### config.mk
export PLATFORM = sky130hd
export DESIGN_NAME = init_addr_bank
export DESIGN_NICKNAME = d
export VERILOG_FILES = /design/src/rtl/iab_pkg.sv /design/src/rtl/iab_addr_regs.sv /design/src/rtl/iab_init_ctl.sv /design/src/rtl/iab_ptr_store.sv /design/src/rtl/init_addr_bank.sv
export SDC_FILE = /design/constraint.sdc
export NUM_CORES = 1
export LEC_CHECK = 0
export BUFFER_PORTS_ARGS = -buffer_cell sky130_fd_sc_hd__buf_2
export CAP_MARGIN = 25
export CELL_PAD_IN_SITES_DETAIL_PLACEMENT = 0
export CELL_PAD_IN_SITES_GLOBAL_PLACEMENT = 1
export CORE_MARGIN = 4
export CORE_UTILIZATION = 45
export CTS_CLUSTER_SIZE = 30
export DETAILED_ROUTE_END_ITERATION = 10
export HOLD_SLACK_MARGIN = 0.15
export PLACE_DENSITY_LB_ADDON = 0.1
export RECOVER_POWER = 50
export REMOVE_ABC_BUFFERS = 1
export SKIP_LAST_GASP = 1
export SLEW_MARGIN = 10
export SYNTH_ARGS = -nofsm -noshare
export SYNTH_HDL_FRONTEND = slang
export SYNTH_SLANG_ARGS = --single-unit
### constraint.sdc
create_clock -name clk -period 7.33 [get_ports clk]
set_clock_uncertainty 0.05 [all_clocks]
set_input_delay 0.3665 -clock clk [delete_from_list [all_inputs] [get_ports clk]]
set_output_delay 0.3665 -clock clk [all_outputs]
set_load 0.005 [all_outputs]
### src/rtl/iab_pkg.sv
package iab_pkg;
  localparam int unsigned IDX_INIT     = 0;
  localparam int unsigned IDX_LO       = 1;
  localparam int unsigned IDX_HI       = 2;
  localparam int unsigned IDX_LO_ALIAS = 16;
  localparam int unsigned IDX_HI_ALIAS = 17;
  localparam int unsigned DW           = 32;
  localparam int unsigned HW           = DW / 2;
endpackage

### src/rtl/iab_addr_regs.sv
module iab_addr_regs
  import iab_pkg::*;
(
  input  logic          clk,
  input  logic          rst,
  input  logic          wr_lo,
  input  logic          wr_hi,
  input  logic [HW-1:0] wr_half,
  input  logic          stop_i,
  input  logic          spnd_i,
  output logic [DW-1:0] iadr_o,
  output logic          align_err_o
);
  logic          accept;
  logic [HW-1:0] lo_q;
  logic [HW-1:0] hi_q;
  logic          err_q;

  assign accept = stop_i | spnd_i;

  // Address storage carries no reset: both resets must leave it alone.
  always_ff @(posedge clk) begin
    if (wr_lo && accept) lo_q <= {wr_half[HW-1:2], 2'b00};
    if (wr_hi && accept) hi_q <= wr_half;
  end

  always_ff @(posedge clk) begin
    if (rst) err_q <= 1'b0;
    else     err_q <= wr_lo && accept && (wr_half[1:0] != 2'b00);
  end

  assign iadr_o      = {hi_q, lo_q};
  assign align_err_o = err_q;

  assert_hold_when_running_R4: assert property (@(posedge clk) disable iff (rst)
    ((wr_lo || wr_hi) && !(stop_i || spnd_i)) |=> $stable(iadr_o));

  assert_err_needs_accept_R3: assert property (@(posedge clk) disable iff (rst)
    align_err_o |-> $past(stop_i || spnd_i));

  assert_err_aligned_R3: assert property (@(posedge clk) disable iff (rst)
    align_err_o |-> (iadr_o[1:0] == 2'b00));
endmodule

### src/rtl/iab_init_ctl.sv
module iab_init_ctl (
  input  logic clk,
  input  logic rst,
  input  logic soft_rst,
  input  logic stop_i,
  input  logic set_req,
  output logic init_o
);
  logic stop_q;
  logic init_q;
  logic stop_rise;

  assign stop_rise = stop_i & ~stop_q;

  always_ff @(posedge clk) begin
    if (rst) begin
      stop_q <= 1'b0;
      init_q <= 1'b0;
    end else begin
      stop_q <= stop_i;
      if (soft_rst || stop_rise) init_q <= 1'b0;
      else if (set_req)          init_q <= 1'b1;
    end
  end

  assign init_o = init_q;

  assert_init_clear_R7: assert property (@(posedge clk) disable iff (rst)
    (soft_rst || $rose(stop_i)) |=> !init_o);

  assert_init_sticky_R6: assert property (@(posedge clk) disable iff (rst)
    (init_o && !soft_rst && !$rose(stop_i)) |=> init_o);
endmodule

### src/rtl/iab_ptr_store.sv
module iab_ptr_store
  import iab_pkg::*;
#(
  parameter int unsigned NPTR = 4,
  parameter int unsigned IW   = 2
) (
  input  logic          clk,
  input  logic          rst,
  input  logic          wr_en,
  input  logic [IW-1:0] wr_idx,
  input  logic [DW-1:0] wr_data,
  input  logic          ssize32_i,
  input  logic [7:0]    upper_i,
  input  logic [IW-1:0] rd_idx,
  output logic [DW-1:0] rd_data
);
  logic [DW-1:0] mem [NPTR];
  logic [DW-1:0] wr_word;

  assign wr_word = ssize32_i ? wr_data : {upper_i, wr_data[DW-9:0]};

  always_ff @(posedge clk) begin
    if (wr_en) mem[wr_idx] <= wr_word;
  end

  assign rd_data = mem[rd_idx];

  assert_upper_sub_R8: assert property (@(posedge clk) disable iff (rst)
    (wr_en && !ssize32_i) |=> (mem[$past(wr_idx)][DW-1:DW-8] == $past(upper_i)));

  assert_full_ptr_R9: assert property (@(posedge clk) disable iff (rst)
    (wr_en && ssize32_i) |=> (mem[$past(wr_idx)] == $past(wr_data)));
endmodule

### src/rtl/init_addr_bank.sv
module init_addr_bank
  import iab_pkg::*;
#(
  parameter int unsigned AW       = 6,
  parameter int unsigned NPTR     = 4,
  parameter int unsigned PTR_BASE = 32
) (
  input  logic          clk,
  input  logic          rst,
  input  logic          soft_rst,
  input  logic          stop_i,
  input  logic          spnd_i,
  input  logic          ssize32_i,
  input  logic          wr_en,
  input  logic [AW-1:0] wr_addr,
  input  logic [DW-1:0] wr_data,
  input  logic [AW-1:0] rd_addr,
  output logic [DW-1:0] rd_data,
  output logic          init_o,
  output logic          align_err_o,
  output logic [DW-1:0] iaddr_o
);
  localparam int unsigned IW = (NPTR > 1) ? $clog2(NPTR) : 1;

  logic          wr_lo, wr_hi, wr_init, wr_ptr;
  logic [AW-1:0] wr_off, rd_off;
  logic          rd_is_ptr;
  logic [DW-1:0] iadr;
  logic [DW-1:0] ptr_word;
  logic [DW-1:0] rd_q;

  assign wr_lo   = wr_en && (wr_addr == AW'(IDX_LO) || wr_addr == AW'(IDX_LO_ALIAS));
  assign wr_hi   = wr_en && (wr_addr == AW'(IDX_HI) || wr_addr == AW'(IDX_HI_ALIAS));
  assign wr_init = wr_en && (wr_addr == AW'(IDX_INIT)) && wr_data[0];
  assign wr_off  = wr_addr - AW'(PTR_BASE);
  assign wr_ptr  = wr_en && (wr_addr >= AW'(PTR_BASE)) && (wr_off < AW'(NPTR));
  assign rd_off  = rd_addr - AW'(PTR_BASE);
  assign rd_is_ptr = (rd_addr >= AW'(PTR_BASE)) && (rd_off < AW'(NPTR));

  iab_addr_regs u_addr (
    .clk         (clk),
    .rst         (rst),
    .wr_lo       (wr_lo),
    .wr_hi       (wr_hi),
    .wr_half     (wr_data[HW-1:0]),
    .stop_i      (stop_i),
    .spnd_i      (spnd_i),
    .iadr_o      (iadr),
    .align_err_o (align_err_o)
  );

  iab_init_ctl u_init (
    .clk      (clk),
    .rst      (rst),
    .soft_rst (soft_rst),
    .stop_i   (stop_i),
    .set_req  (wr_init),
    .init_o   (init_o)
  );

  iab_ptr_store #(.NPTR(NPTR), .IW(IW)) u_ptr (
    .clk       (clk),
    .rst       (rst),
    .wr_en     (wr_ptr),
    .wr_idx    (wr_off[IW-1:0]),
    .wr_data   (wr_data),
    .ssize32_i (ssize32_i),
    .upper_i   (iadr[DW-1:DW-8]),
    .rd_idx    (rd_off[IW-1:0]),
    .rd_data   (ptr_word)
  );

  always_ff @(posedge clk) begin
    if (rst) begin
      rd_q <= '0;
    end else if (rd_addr == AW'(IDX_INIT)) begin
      rd_q <= {{(DW-1){1'b0}}, init_o};
    end else if (rd_addr == AW'(IDX_LO) || rd_addr == AW'(IDX_LO_ALIAS)) begin
      rd_q <= {{HW{1'b0}}, iadr[HW-1:0]};
    end else if (rd_addr == AW'(IDX_HI) || rd_addr == AW'(IDX_HI_ALIAS)) begin
      rd_q <= {{HW{1'b0}}, iadr[DW-1:HW]};
    end else if (rd_is_ptr) begin
      rd_q <= ptr_word;
    end else begin
      rd_q <= '0;
    end
  end

  assign rd_data = rd_q;
  assign iaddr_o = iadr;

  assert_unmapped_zero_R10: assert property (@(posedge clk) disable iff (rst)
    (rd_addr == AW'(IDX_LO) || rd_addr == AW'(IDX_HI)) |=> (rd_data[DW-1:HW] == '0));

  assert_alias_match_R1: assert property (@(posedge clk) disable iff (rst)
    (rd_addr == AW'(IDX_LO_ALIAS)) |=> (rd_data == {{HW{1'b0}}, iaddr_o[HW-1:0]}) || $past(wr_lo));
endmodule

==> out/summary.md <==
The run finished with clean final reports. The register share of total power was 55.8%. The kind of end point of the critical path was a flip-flop. Path category of the worst min-delay check: in2reg.

The core region is 15,400 um^2. The filler cells instantiated in the layout total 1,256. Dividing total power by cell area gives a power density of 246 nW/um^2.

For the cell area after synthesis, the log shows 7120 um^2. The wire length per cell after detailed routing is 19.8 um, and the critical path required time is 7.56 ns. The die outline height works out to 134 um. Summing all placed instances gives a cell area of 7940 um^2.

The run gives 46.3% as the starting density of the core. The number of endpoints with negative hold slack in the final report is 0. Yosys instantiated no cell more often than edfxtp_1. The post-synthesis to final-layout area growth works out to 22.4%. The internal cell power came out at 1730 uW.

Ranked by instance count, the synthesized netlist is headed by edfxtp_1 (158), dfxtp_1 (35), mux4_2 (32). The run gives 16.9% as the global-route usage over all layers. Data arrives at the worst endpoint at 2.25 ns. Clock latency at the later pin of the worst-skew pair: 0.42 ns. CTS built an H-tree with a depth of 4.

Adding up every negative setup slack in the final design gives 0 ns. The share of synthesized area in the top cell type comes to 66.6%. Warning count from the yosys run: 0.

After clock tree synthesis, the clock-pin slew on the worst setup and hold paths is 0.06 ns. The layout cell share with drive strength beyond 1 was 27.6%; the total net switching power was 416 uW. In the routed layout, each cell is associated on average with a via count of 5.13. The number of placed I/O pins is 117. After the flow finishes, the layout carries non-filler instances totaling 740. The logs give 9.27 mm for the HPWL reported at the end of detailed placement and 28 for the quantity of hold-fixing buffers added after cts. The worst max-slew margin expressed relative to the limit is 34.6%, and the setup fix buffers added after clock tree synthesis is 0. The worst setup path is of the in2reg kind. The final critical path takes up 27.6% of the cycle.

Final instance area: 8720 um^2. In the post-synthesis netlist, the biggest area contributors are edfxtp_1 (67%), mux4_2 (10%), dfxtp_1 (9.8%). Number of DRC markers after the initial detailed-route iteration: 291.

The number of setup violations in the final report is 0, and the static leakage is 0.00290 uW. The run gives 0 as the max-slew violation count. The congestion estimate from routability-driven global placement came to 0.713. The highest attainable clock frequency is 495 MHz. The number of antenna violations at the first check in global routing is 0. The pin count of the biggest net entering global routing is 37, and the number of inserted diodes is 0. Clock tree synthesis inserted a total of 17 buffers. In the routed design, unresolved DRC markers number 0. Combinational share of power: 4.6%. For this run, the leading register cell type out of synthesis is edfxtp_1. The worst-case IR drop observed on VDD is 0.165 mV. The area of the die was 17,900 um^2; the floorplan die width was 134 um.

Counting flops with an async set or reset pin after synthesis yields a share of 0%. The number of global-route vias before repair is 3,911, and the maximum fanout along the worst path is 35. The final route contains 3,795 vias.

After synthesis the netlist holds a flip-flop and latch count of 193. The category of the worst setup path launch point is an input port. After global routing the overflow that remains totals 0.

The dominant cell type by area after synthesis was edfxtp_1. The logs give 14.7 mm for the total wirelength of the detailed-routed design and 5 for the total iterations of the first detailed-routing run. TritonCTS built the clock tree.

Actual slew at the worst max-slew pin: 0.977 ns. The number of enable-type register cells in the synthesized netlist is 158. In this run, post-CTS repair resized a total of 0 instances.

After detailed placement, the design holds a cell count of 679. The clock passes through at most 2 buffers. Yosys mapped the design onto 34 distinct sky130hd cell types. The clock network is responsible for 39.6% of the overall power. The clock root buffer master is clkbuf_16. A synthesized cell averages 19.4 um^2.

The run gives 0 as the number of nets with antenna violations after detailed routing. The row count was 45; the post-route minimum period was 2.02 ns. The post-synthesis cell count was 367.

The first global-routing pass estimated 22.3 mm of wire. After synthesis, flip-flops and latches occupy 76.4% of the total area. For this run, the post-layout net count is 568.

The number of max-cap violations was 0; the switching power as a share of total power was 19.4%. Port buffering added 114 buffers. The clock net sink count was 193.

Setup repair after global routing left no endpoint under its margin.
==> worst paths after layout <==
| path | from | end | slack, ns | depth (start not counted) |
|---|---|---|---|---|
| worst max-delay path | rd_addr[1] | rd_data[1] | 5.31 | 5 |
| worst min register to register | u_init.init_o | rd_data[0] | 0.49 | 2 |
| worst min-delay path | wr_data[28] | u_ptr.mem[1][28] | 0.25 | 2 |
| worst max register to register | u_init.init_o | u_init.init_o | 5.81 | 3 |
==> sequential cells by signal, summed over array words and instances, names as in the netlist <==
name,cells
rd_data,32
u_addr.align_err_o,1
u_addr.hi_q,16
u_addr.lo_q,14
u_init.init_o,1
u_init.stop_q,1
u_ptr.mem,128
==> power groups by stage <==
stage          logic, uW  registers (uW)  clock network, uW
6_report            98.9            1200                849
5_1_grt              109            1200                916
4_1_cts              103            1200                870
3_5_place_dp        91.5            1220                  0
3_3_place_gp        89.3            1220                  0
2_1_floorplan       39.1            1220                  0
==> stage by stage <==
stage	setup WS [ns]	util, %	power, uW	hold WS, ns
floorplan	4.69	-	1260	0.379
finish	5.31	56.7	2140	0.250
CTS	5.30	57.0	2170	0.151
global placement	4.94	51.3	1310	0.408
detailed placement	4.85	51.6	1310	0.410
global route	5.17	56.7	2220	0.247
==> per-layer routing <==
layer | GRT usage [%] | part of all wire [%] | vias up
li1 | - | - | 1766
met1 | 22.1 | 42 | 1919
met2 | 28.2 | 51 | 103
met3 | 4.54 | 5.7 | 7
met4 | 4.97 | 0.65 | 0
met5 | 0 | 0 | -
==> area by class of cell <==
| class | instances | area [um^2] | share of cell area (%) |
|---|---|---|---|
| clock buffer | 24 | 482 | 5.53 |
| multi-input combinational | 151 | 1560 | 17.8 |
| timing repair buffer | 150 | 897 | 10.3 |
| tap | 211 | 264 | 3.03 |
| inverter | 4 | 15.0 | 0.172 |
| clock inverter | 7 | 60.1 | 0.689 |
| sequential | 193 | 5450 | 62.5 |
==> layout by cell type (no fill, tap or decap), types with 2 or more instances in the layout <==
cell type / count
clkbuf_16: 17
o211ai_1: 17
dlygate4sd3_1: 28
buf_16: 2
nor2b_1: 17
inv_1: 4
mux4_2: 32
edfxtp_1: 158
nor3_2: 2
buf_4: 5
dfxtp_1: 35
mux2_1: 8
nor2_4: 2
a31oi_1: 16
buf_2: 68
clkbuf_8: 3
nor2_1: 3
nand2_1: 15
clkbuf_1: 49
and3_2: 2
and3b_1: 3
conb_1: 2
clkinv_2: 3
clkinv_1: 2
nand3_1: 16
==> logic make-up (layout without fill, tap and decap cells) <==
group,after synthesis,count (layout),synth area share [%]
AO/OA/AOI/OAI,38,38,3.78
XOR/XNOR,2,2,0.351
buffers and inverters,24,185,2.18
flip-flops,193,193,76.4
multiplexers,40,40,11.4
other,1,2,0.0526
AND/OR/NAND/NOR,69,69,5.81
==> worst max-delay path, stage by stage <==
cell and delay [ns]:
buf_2 0.10, buf_4 0.29, nor4_4 0.77, a21o_1 0.60
o22ai_2 0.11
Power figures use the tool's default switching activity.
